==> src/rtl/bus_reset_probe.sv <==
module bus_reset_probe #(
  parameter int TICK_DIV        = 50,
  parameter int RST_LOW_STD_US  = 480,
  parameter int RST_LOW_OD_US   = 70,
  parameter int OBS_STD_US      = 480,
  parameter int OBS_OD_US       = 48,
  parameter int RISE_STD_US     = 5,
  parameter int RISE_OD_US      = 1,
  parameter int PD_BEG_STD_US   = 15,
  parameter int PD_END_STD_US   = 240,
  parameter int PD_BEG_OD_US    = 2,
  parameter int PD_END_OD_US    = 24
) (
  input  logic       clk,
  input  logic       rst_n,
  input  logic       start,
  input  logic       overdrive,
  input  logic       line_in,
  output logic       drive_low,
  output logic       busy,
  output logic       done,
  output logic [1:0] status
);
  localparam int MAX_LOW = (RST_LOW_STD_US > RST_LOW_OD_US) ? RST_LOW_STD_US : RST_LOW_OD_US;
  localparam int MAX_OBS = (OBS_STD_US > OBS_OD_US) ? OBS_STD_US : OBS_OD_US;
  localparam int MAX_US  = (MAX_LOW > MAX_OBS) ? MAX_LOW : MAX_OBS;
  localparam int US_W    = $clog2(MAX_US + 1);
  localparam int PRE_W   = $clog2(TICK_DIV + 1);

  typedef enum logic [1:0] {S_IDLE, S_LOW, S_OBS} phase_t;

  phase_t           phase;
  logic             od_q;
  logic [PRE_W-1:0] pre;
  logic [US_W-1:0]  us;
  logic             fault_q, seen_q;

  logic [US_W-1:0] low_last, obs_last, rise_at, pd_beg, pd_end;
  assign low_last = od_q ? US_W'(RST_LOW_OD_US - 1) : US_W'(RST_LOW_STD_US - 1);
  assign obs_last = od_q ? US_W'(OBS_OD_US - 1)     : US_W'(OBS_STD_US - 1);
  assign rise_at  = od_q ? US_W'(RISE_OD_US)        : US_W'(RISE_STD_US);
  assign pd_beg   = od_q ? US_W'(PD_BEG_OD_US)      : US_W'(PD_BEG_STD_US);
  assign pd_end   = od_q ? US_W'(PD_END_OD_US)      : US_W'(PD_END_STD_US);

  wire tick     = (pre == PRE_W'(TICK_DIV - 1));
  wire launch   = (phase == S_IDLE) && start;
  wire low_end  = (phase == S_LOW) && tick && (us == low_last);
  wire obs_end  = (phase == S_OBS) && tick && (us == obs_last);
  wire rise_bad = (phase == S_OBS) && (us == rise_at) && (pre == '0) && !line_in;
  wire pd_hit   = (phase == S_OBS) && (us >= pd_beg) && (us < pd_end) && !line_in;

  assign drive_low = (phase == S_LOW);
  assign busy      = (phase != S_IDLE);

  always_ff @(posedge clk or negedge rst_n) begin
    if (!rst_n) begin
      phase   <= S_IDLE;
      od_q    <= 1'b0;
      pre     <= '0;
      us      <= '0;
      fault_q <= 1'b0;
      seen_q  <= 1'b0;
      done    <= 1'b0;
      status  <= 2'b01;
    end else begin
      done <= 1'b0;
      if (phase == S_IDLE || tick) pre <= '0;
      else                         pre <= pre + 1'b1;
      case (phase)
        S_IDLE: if (launch) begin
          phase   <= S_LOW;
          od_q    <= overdrive;
          us      <= '0;
          fault_q <= 1'b0;
          seen_q  <= 1'b0;
        end
        S_LOW: begin
          if (low_end) begin
            phase <= S_OBS;
            us    <= '0;
          end else if (tick) begin
            us <= us + 1'b1;
          end
        end
        S_OBS: begin
          if (rise_bad) fault_q <= 1'b1;
          if (pd_hit)   seen_q  <= 1'b1;
          if (obs_end) begin
            phase <= S_IDLE;
            done  <= 1'b1;
            if (fault_q)     status <= 2'b11;
            else if (seen_q) status <= 2'b00;
            else             status <= 2'b01;
          end else if (tick) begin
            us <= us + 1'b1;
          end
        end
        default: phase <= S_IDLE;
      endcase
    end
  end
endmodule

==> config.mk <==
export PLATFORM = sky130hd
export DESIGN_NAME = bus_reset_probe
export DESIGN_NICKNAME = d
export VERILOG_FILES = /design/src/rtl/bus_reset_probe.sv
export SDC_FILE = /design/constraint.sdc
export NUM_CORES = 1
export LEC_CHECK = 0
export ABC_CLOCK_PERIOD_IN_PS = 2300
export BUFFER_PORTS_ARGS = -buffer_cell sky130_fd_sc_hd__buf_4
export CAP_MARGIN = 0
export CORE_AREA = 3 3 61 63
export CTS_BUF_LIST = sky130_fd_sc_hd__clkbuf_4 sky130_fd_sc_hd__clkbuf_8
export CTS_CLUSTER_DIAMETER = 60
export DETAILED_ROUTE_END_ITERATION = 6
export DIE_AREA = 0 0 64 66
export PLACE_DENSITY_LB_ADDON = 0.05
export SYNTH_ARGS = -nofsm -noshare
export SYNTH_HDL_FRONTEND = slang
export SYNTH_SLANG_ARGS = --single-unit
export TNS_END_PERCENT = 10
==> constraint.sdc <==
create_clock -name clk -period 2.3 [get_ports clk]
set_input_delay 0.115 -clock clk [delete_from_list [all_inputs] [get_ports clk]]
set_output_delay 0.115 -clock clk [all_outputs]
set_load 0.1 [all_outputs]
# Word level (Yosys, flattened, before mapping)
# Cells that the tools add are included.
[totals] reg_bits=23 latchBits=0 ram_bits=0 mem_bits_ro=0 inputBits=5 elab_cells=72 mem_count=0
[op_classes] addsub=2 n_mul=0 div=0 magnitude_cmp=2 n_eq_ne=12 n_shift=0 n_mux=24 n_bitwise=0 reduce_logical=24
[op_table] op="9-bit two-way mux" count=6
[op_table] op="9-bit one-hot mux with 3 select lines" count=1
[op_table] op="9-bit equality test" count=2
[op_table] op="3-bit AND reduction" count=4
[op_table] op="1-bit logical AND" count=11
[op_table] op="2-bit inequality test (second input constant)" count=5
[op_table] op="9-bit by 1-bit adder with 9-bit output (second input constant)" count=1
[op_table] op="9-bit by 3-bit equality test with 1-bit output" count=1
[op_table] op="9-bit by 4-bit >= comparator with 1-bit output" count=1
[op_table] op="9-bit by 8-bit < comparator with 1-bit output" count=1
[op_table] op="2-bit two-way mux" count=4
[op_table] op="8-bit two-way mux" count=1
[op_table] op="6-bit by 1-bit adder with 6-bit output (second input constant)" count=1
[op_table] op="6-bit equality test (second input constant)" count=1
[op_table] op="6-bit zero test" count=1
[op_table] op="1-bit two-way mux" count=6
[op_table] op="6-bit two-way mux" count=1
[op_table] op="2-bit one-hot mux with 3 select lines" count=1
[op_table] op="4-bit two-way mux" count=1
[op_table] op="1-bit one-hot mux with 2 select lines" count=2
[op_table] op="2-bit AND reduction" count=2
[op_table] op="2-bit nonzero test" count=2
[op_table] op="3-bit two-way mux" count=1
[op_table] op="3-bit nonzero test" count=1
[op_table] op="6 further kinds" count=6

# Depth between registers and ports, before layout
[logic_depth] ltp_word=7 mapped_depth=8

# Least setup slack after synthesis
# OpenSTA, ideal clock, no wires.
[synth_timing] path_type="register to register" from="register phase[1]" to="register us[1]" t_arrival_ns=2.010 path_slack_ns=0.196 stages_incl_launch_ff=7 path_buffers=0 path_cell_list="dfrtp_1 -> inv_1 -> ha_1 -> inv_1 -> a41oi_2 -> a2111oi_4 -> a211oi_1"
[synth_between] elab_chain_cells=5
[synth_rtl] element="from (decl)" line_no="32" rtl="phase_t phase;"
[synth_rtl] element="from (signal assigned)" line_no="57" rtl="phase <= S_IDLE;"
[synth_rtl] element="from (signal assigned)" line_no="71" rtl="phase <= S_LOW;"
[synth_rtl] element="from (signal assigned)" line_no="79" rtl="phase <= S_OBS;"
[synth_rtl] element="2-bit by 1-bit equality test with 1-bit output (*)"
[synth_rtl] element="net drive_low" line_no="19" rtl="output logic drive_low,"
[synth_rtl] element="1-bit logical AND (2 in a row)" line_no="47" rtl="wire low_end = (phase == S_LOW) && tick && (us == low_last);"
[synth_rtl] element="9-bit two-way mux" line_no="78" rtl="if (low_end) begin"
[synth_rtl] element="9-bit one-hot mux with 3 select lines" line_no="69" rtl="case (phase)"
[synth_rtl] element="to (signal assigned)" line_no="82" rtl="us <= us + 1'b1;"
[synth_rtl] element="to (signal assigned)" line_no="95" rtl="us <= us + 1'b1;"
[synth_rtl] element="to (decl)" line_no="35" rtl="logic [US_W-1:0] us;"
# The timed path passes the listed nets; every way through them passes the cells marked *.
# A chain may end at the register's enable or synchronous reset.

# Worst setup path in the final report
[layout_timing] from="register us[3]" to="register us[2]"
[layout_between] elab_chain_cells=4
[layout_rtl] element="9-bit equality test, on equally long branches" line_no="47, 48"
[layout_rtl] element="1-bit logical AND, on equally long branches" line_no="47, 48"
[layout_rtl] element="9-bit two-way mux or 2-bit inequality test (tied branches)"
[layout_rtl] element="9-bit one-hot mux with 3 select lines or 3-bit AND reduction (tied branches)"
# Parallel ways exist; a longest one is shown, timed or not.

==> impl_summary.txt <==
----------------------------------------------------
[Outcome]
  Run status ... complete, no violations

[Critical path]
  Sort of element at the end of the critical path ... flip-flop
  Critical path data arrival time ... 2360 ps
  Count of cells along the worst register-to-register path ... 7
  Launch point of the worst reg-to-reg path ... us[3]$_DFFE_PN0P_
  Required time of the critical path ... approximately 2500 ps
  Setup CP Type ... flip-flop to flip-flop
  CP startpoint ... us[3]$_DFFE_PN0P_
  Startpoint type of the worst setup path ... flip-flop
  Critical path fanouts, max ... 8

[STA]
  Final critical-path setup slack ... approximately 150 ps
  Timing-limited maximum frequency ... roughly 470 MHz
  Final worst-path cycle share ... 93.4%
  RSZ-0062 raised after global routing ... false
  Hold WS ... 28.9 ps
  Sum Neg Setup Slack ... 0 ps
  Count of final hold-check violations ... 0
  Period minus WS final ... around 2100 ps
  Count of endpoints failing setup in the final report ... 0
  Worst slew margin relative to its limit ... slightly above 70%
  Final Slew Violations ... 0
  Slew of the pin with the lowest slew margin ... 433 ps
  Maximum clock skew at final layout ... 5.60 ps

[Job]
  Max-cap violation count ... 0

[Yosys]
  Mean Syn Cell Area ... 9.77 um^2
  Post-synth EDFFs ... 0
  Synth Warn # ... 0
  Number of register bits inferred by synthesis ... 23
  Unique masters post-synth ... 36
  Share of flip-flops with an asynchronous set or reset ... 100%
  Sequential-to-total area share from yosys stat ... between 30% and 40%
  Post-synth design cell area ... 1470 um^2
  Net count after synthesis ... between 150 and 200
  Post-synthesis instance total ... 150
  Leading register cell type out of synthesis ... sky130_fd_sc_hd__dfrtp_1

[Pwr]
  Peak supply drop ... between 0.7 and 0.8 mV
  Share of total power in the clock network ... between 10% and 20%
  Int Pwr ... slightly above 0.8 mW
  Static power due to leakage ... 0.714 nW
  Power spent charging and discharging nets ... between 0.6 and 0.7 mW
  Seq pwr share ... about a third
  Switch share ... 45.1%
  Pwr Density ... approximately 900 nW/um^2
  Combinational share of power ... 53.3%

[Hold path]
  Min-delay src ... overdrive
  Classification of the worst-slack hold path ... primary input to flip-flop
  Hold Path Cell Cnt ... 2

[Layout]
  Area added between synthesis and finish ... 12.8%
  Leading cell type in the layout, fill and taps excluded ... sky130_fd_sc_hd__dfrtp_1
  Fin nets ... roughly 190
  Share of layout cells above drive strength 1 ... 15.0%
  Multi-input logic area ... slightly above 800 um^2
  Final std cells w/o fill ... approximately 210
  Antenna cell count ... 0
  End-of-flow core utilization ... about 50%
  Commonest cells after routing, fill and taps aside ... sky130_fd_sc_hd__dfrtp_1, sky130_fd_sc_hd__nor2_1, sky130_fd_sc_hd__ha_1, sky130_fd_sc_hd__inv_1, sky130_fd_sc_hd__buf_4
  Storage cell area ... between 500 and 600 um^2
  Filler Cells Inserted ... 327

[GRT]
  GRT Residual Overflow ... 0
  Fraction of met3 tracks used by global routing ... between 2 and 3%
  Global routing met2 resource utilization ... ~26%
  Total routing usage reported by global routing ... between 10% and 20%
  Met1 Usage GRT ... between 20% and 30%
  GR peak layer ... met2
  Initial antenna violation count ... 0
  Vias in the first global route ... roughly 1.1k
  Wire length of the first global-routing pass ... approximately 5100 um
  Maximum number of pins on one net before global-route repair ... 24

[Clocking]
  CTS sink count ... 23
  Quantity of gates resized following cts ... 0
  CTS H-tree lvls ... 1
  Setup repair bufs after CTS ... 0
  Number of hold-repair buffers added at the cts stage ... 1
  TritonCTS clock tree ... built
  Clock transition at the registers of the reported paths ... 120 ps
  Worst skew pair latency ... slightly above 300 ps
  Maximum clock insertion buffer count ... 2
  Cell at the root of the clock tree ... sky130_fd_sc_hd__clkbuf_4
  Number of buffers inserted during clock tree synthesis ... 3

[Die]
  Initial standard-cell utilization of the core ... 44.6%
  Vertical die dimension ... 66 um
  Horizontal extent of the die ... 64 um
  Die footprint ... 4220 um^2
  Number of ports placed on the die boundary ... 10
  Placement row count ... 21
  Placeable Area ... 3280 um^2

[Drt]
  Detailed-router iteration count before antenna repair ... 4
  DR vias/cell ... about 5.3
  Remaining antenna violation count ... 0
  Iter 0 DRT Violations ... 35
  Routed length per instance ... between 10 and 15 um
  Total number of vias ... 1122
  DRC Markers ... 0
  Routed Wire Length ... roughly 3000 um

[Place]
  Number of buffer cells added on primary ports ... 9
  Placement Setup Slack ... approximately 150 ps
  DP Cell Count ... about 210
  Final estimated routing congestion in global placement ... between 0.8 and 0.9
  Placed wire-length estimate after detailed placement ... 2340 um

----------------------------------------------------
-- layer usage --
metal	routed length [um]	part of all wire, %
met5	0	0
met4	31	1.0
met3	83	2.8
met2	1390	47
met1	1470	49
-- final cells by class --
cell class / count / share of cell area (%)
timing repair buffer: 14 / 6.51
clock buffer: 3 / 1.36
clock inverter: 1 / 0.303
inverter: 14 / 3.18
multi-input combinational: 112 / 50.3
sequential: 23 / 34.9
tap: 46 / 3.48
-- synth_stat cells, drive strengths merged, types with 2 or more instances --
cell type,count,area (um^2)
o21ai,3,15.0
nand4,3,18.8
a211oi,4,35.0
or4,2,15.0
ha,16,200
nor4,7,50.1
a31oi,2,12.5
nor2b,3,18.8
nand2,10,37.5
nand3,6,30.0
nor4b,2,17.5
dfrtp,22,551
o32a,2,20.0
xor2,2,17.5
inv,14,52.6
nor3,4,20.0
and2,2,12.5
nor2,19,71.3
mux2,2,22.5
xnor2,11,96.3
-- sequential cells by signal, indices dropped and copies added (netlist names) --
| name | flops |
|---|---|
| fault_q | 1 |
| seen_q | 1 |
| phase | 2 |
| done | 1 |
| pre | 6 |
| us | 9 |
| status | 2 |
| od_q | 1 |
-- power groups by stage --
stage / registers, mW / logic, mW / clock network (mW)
final: 0.516 / 0.800 / 0.185
after detailed placement: 0.525 / 0.804 / 0
after global routing: 0.527 / 0.887 / 0.213
after CTS: 0.517 / 0.809 / 0.197
after global placement: 0.523 / 0.798 / 0
after floorplan: 0.525 / 0.592 / 0
-- critical path, cell delays in order, from the launching register on --
cell	delay [ps]
sky130_fd_sc_hd__dfrtp_1	450
sky130_fd_sc_hd__inv_1	90
sky130_fd_sc_hd__ha_1	310
sky130_fd_sc_hd__nor4_2	290
sky130_fd_sc_hd__a41oi_2	230
sky130_fd_sc_hd__a2111oi_4	410
sky130_fd_sc_hd__buf_4	210
sky130_fd_sc_hd__nor2_1	60
-- cell families after synthesis --
logic type / count (synthesis) / synth area share, %
compound gates: 16 / 10.1
xor+xnor: 13 / 7.77
buf+inv: 15 / 3.93
flops: 23 / 39.4
mux: 2 / 1.54
simple gates: 65 / 23.7
fa+ha+maj: 16 / 13.7
-- worst paths after layout --
check                                        end  slack [ps]
hold reg to reg            status[0]$_DFFE_PN1P_         450
max in group asynchronous  status[0]$_DFFE_PN1P_        1800
setup / recovery               us[2]$_DFFE_PN0P_         150
min in group asynchronous       pre[0]$_DFF_PN0_         220
hold / removal                  od_q$_DFFE_PN0P_          30
setup reg to reg               us[2]$_DFFE_PN0P_         150
-- per-stage QoR --
stage	total power [mW]	instance area [um^2]
finish	1.50	1650
global route	1.63	1650
CTS	1.52	1650
detailed placement	1.33	1620
global placement	1.32	1620
floorplan	1.12	1470
Power figures use the tool's default switching activity.
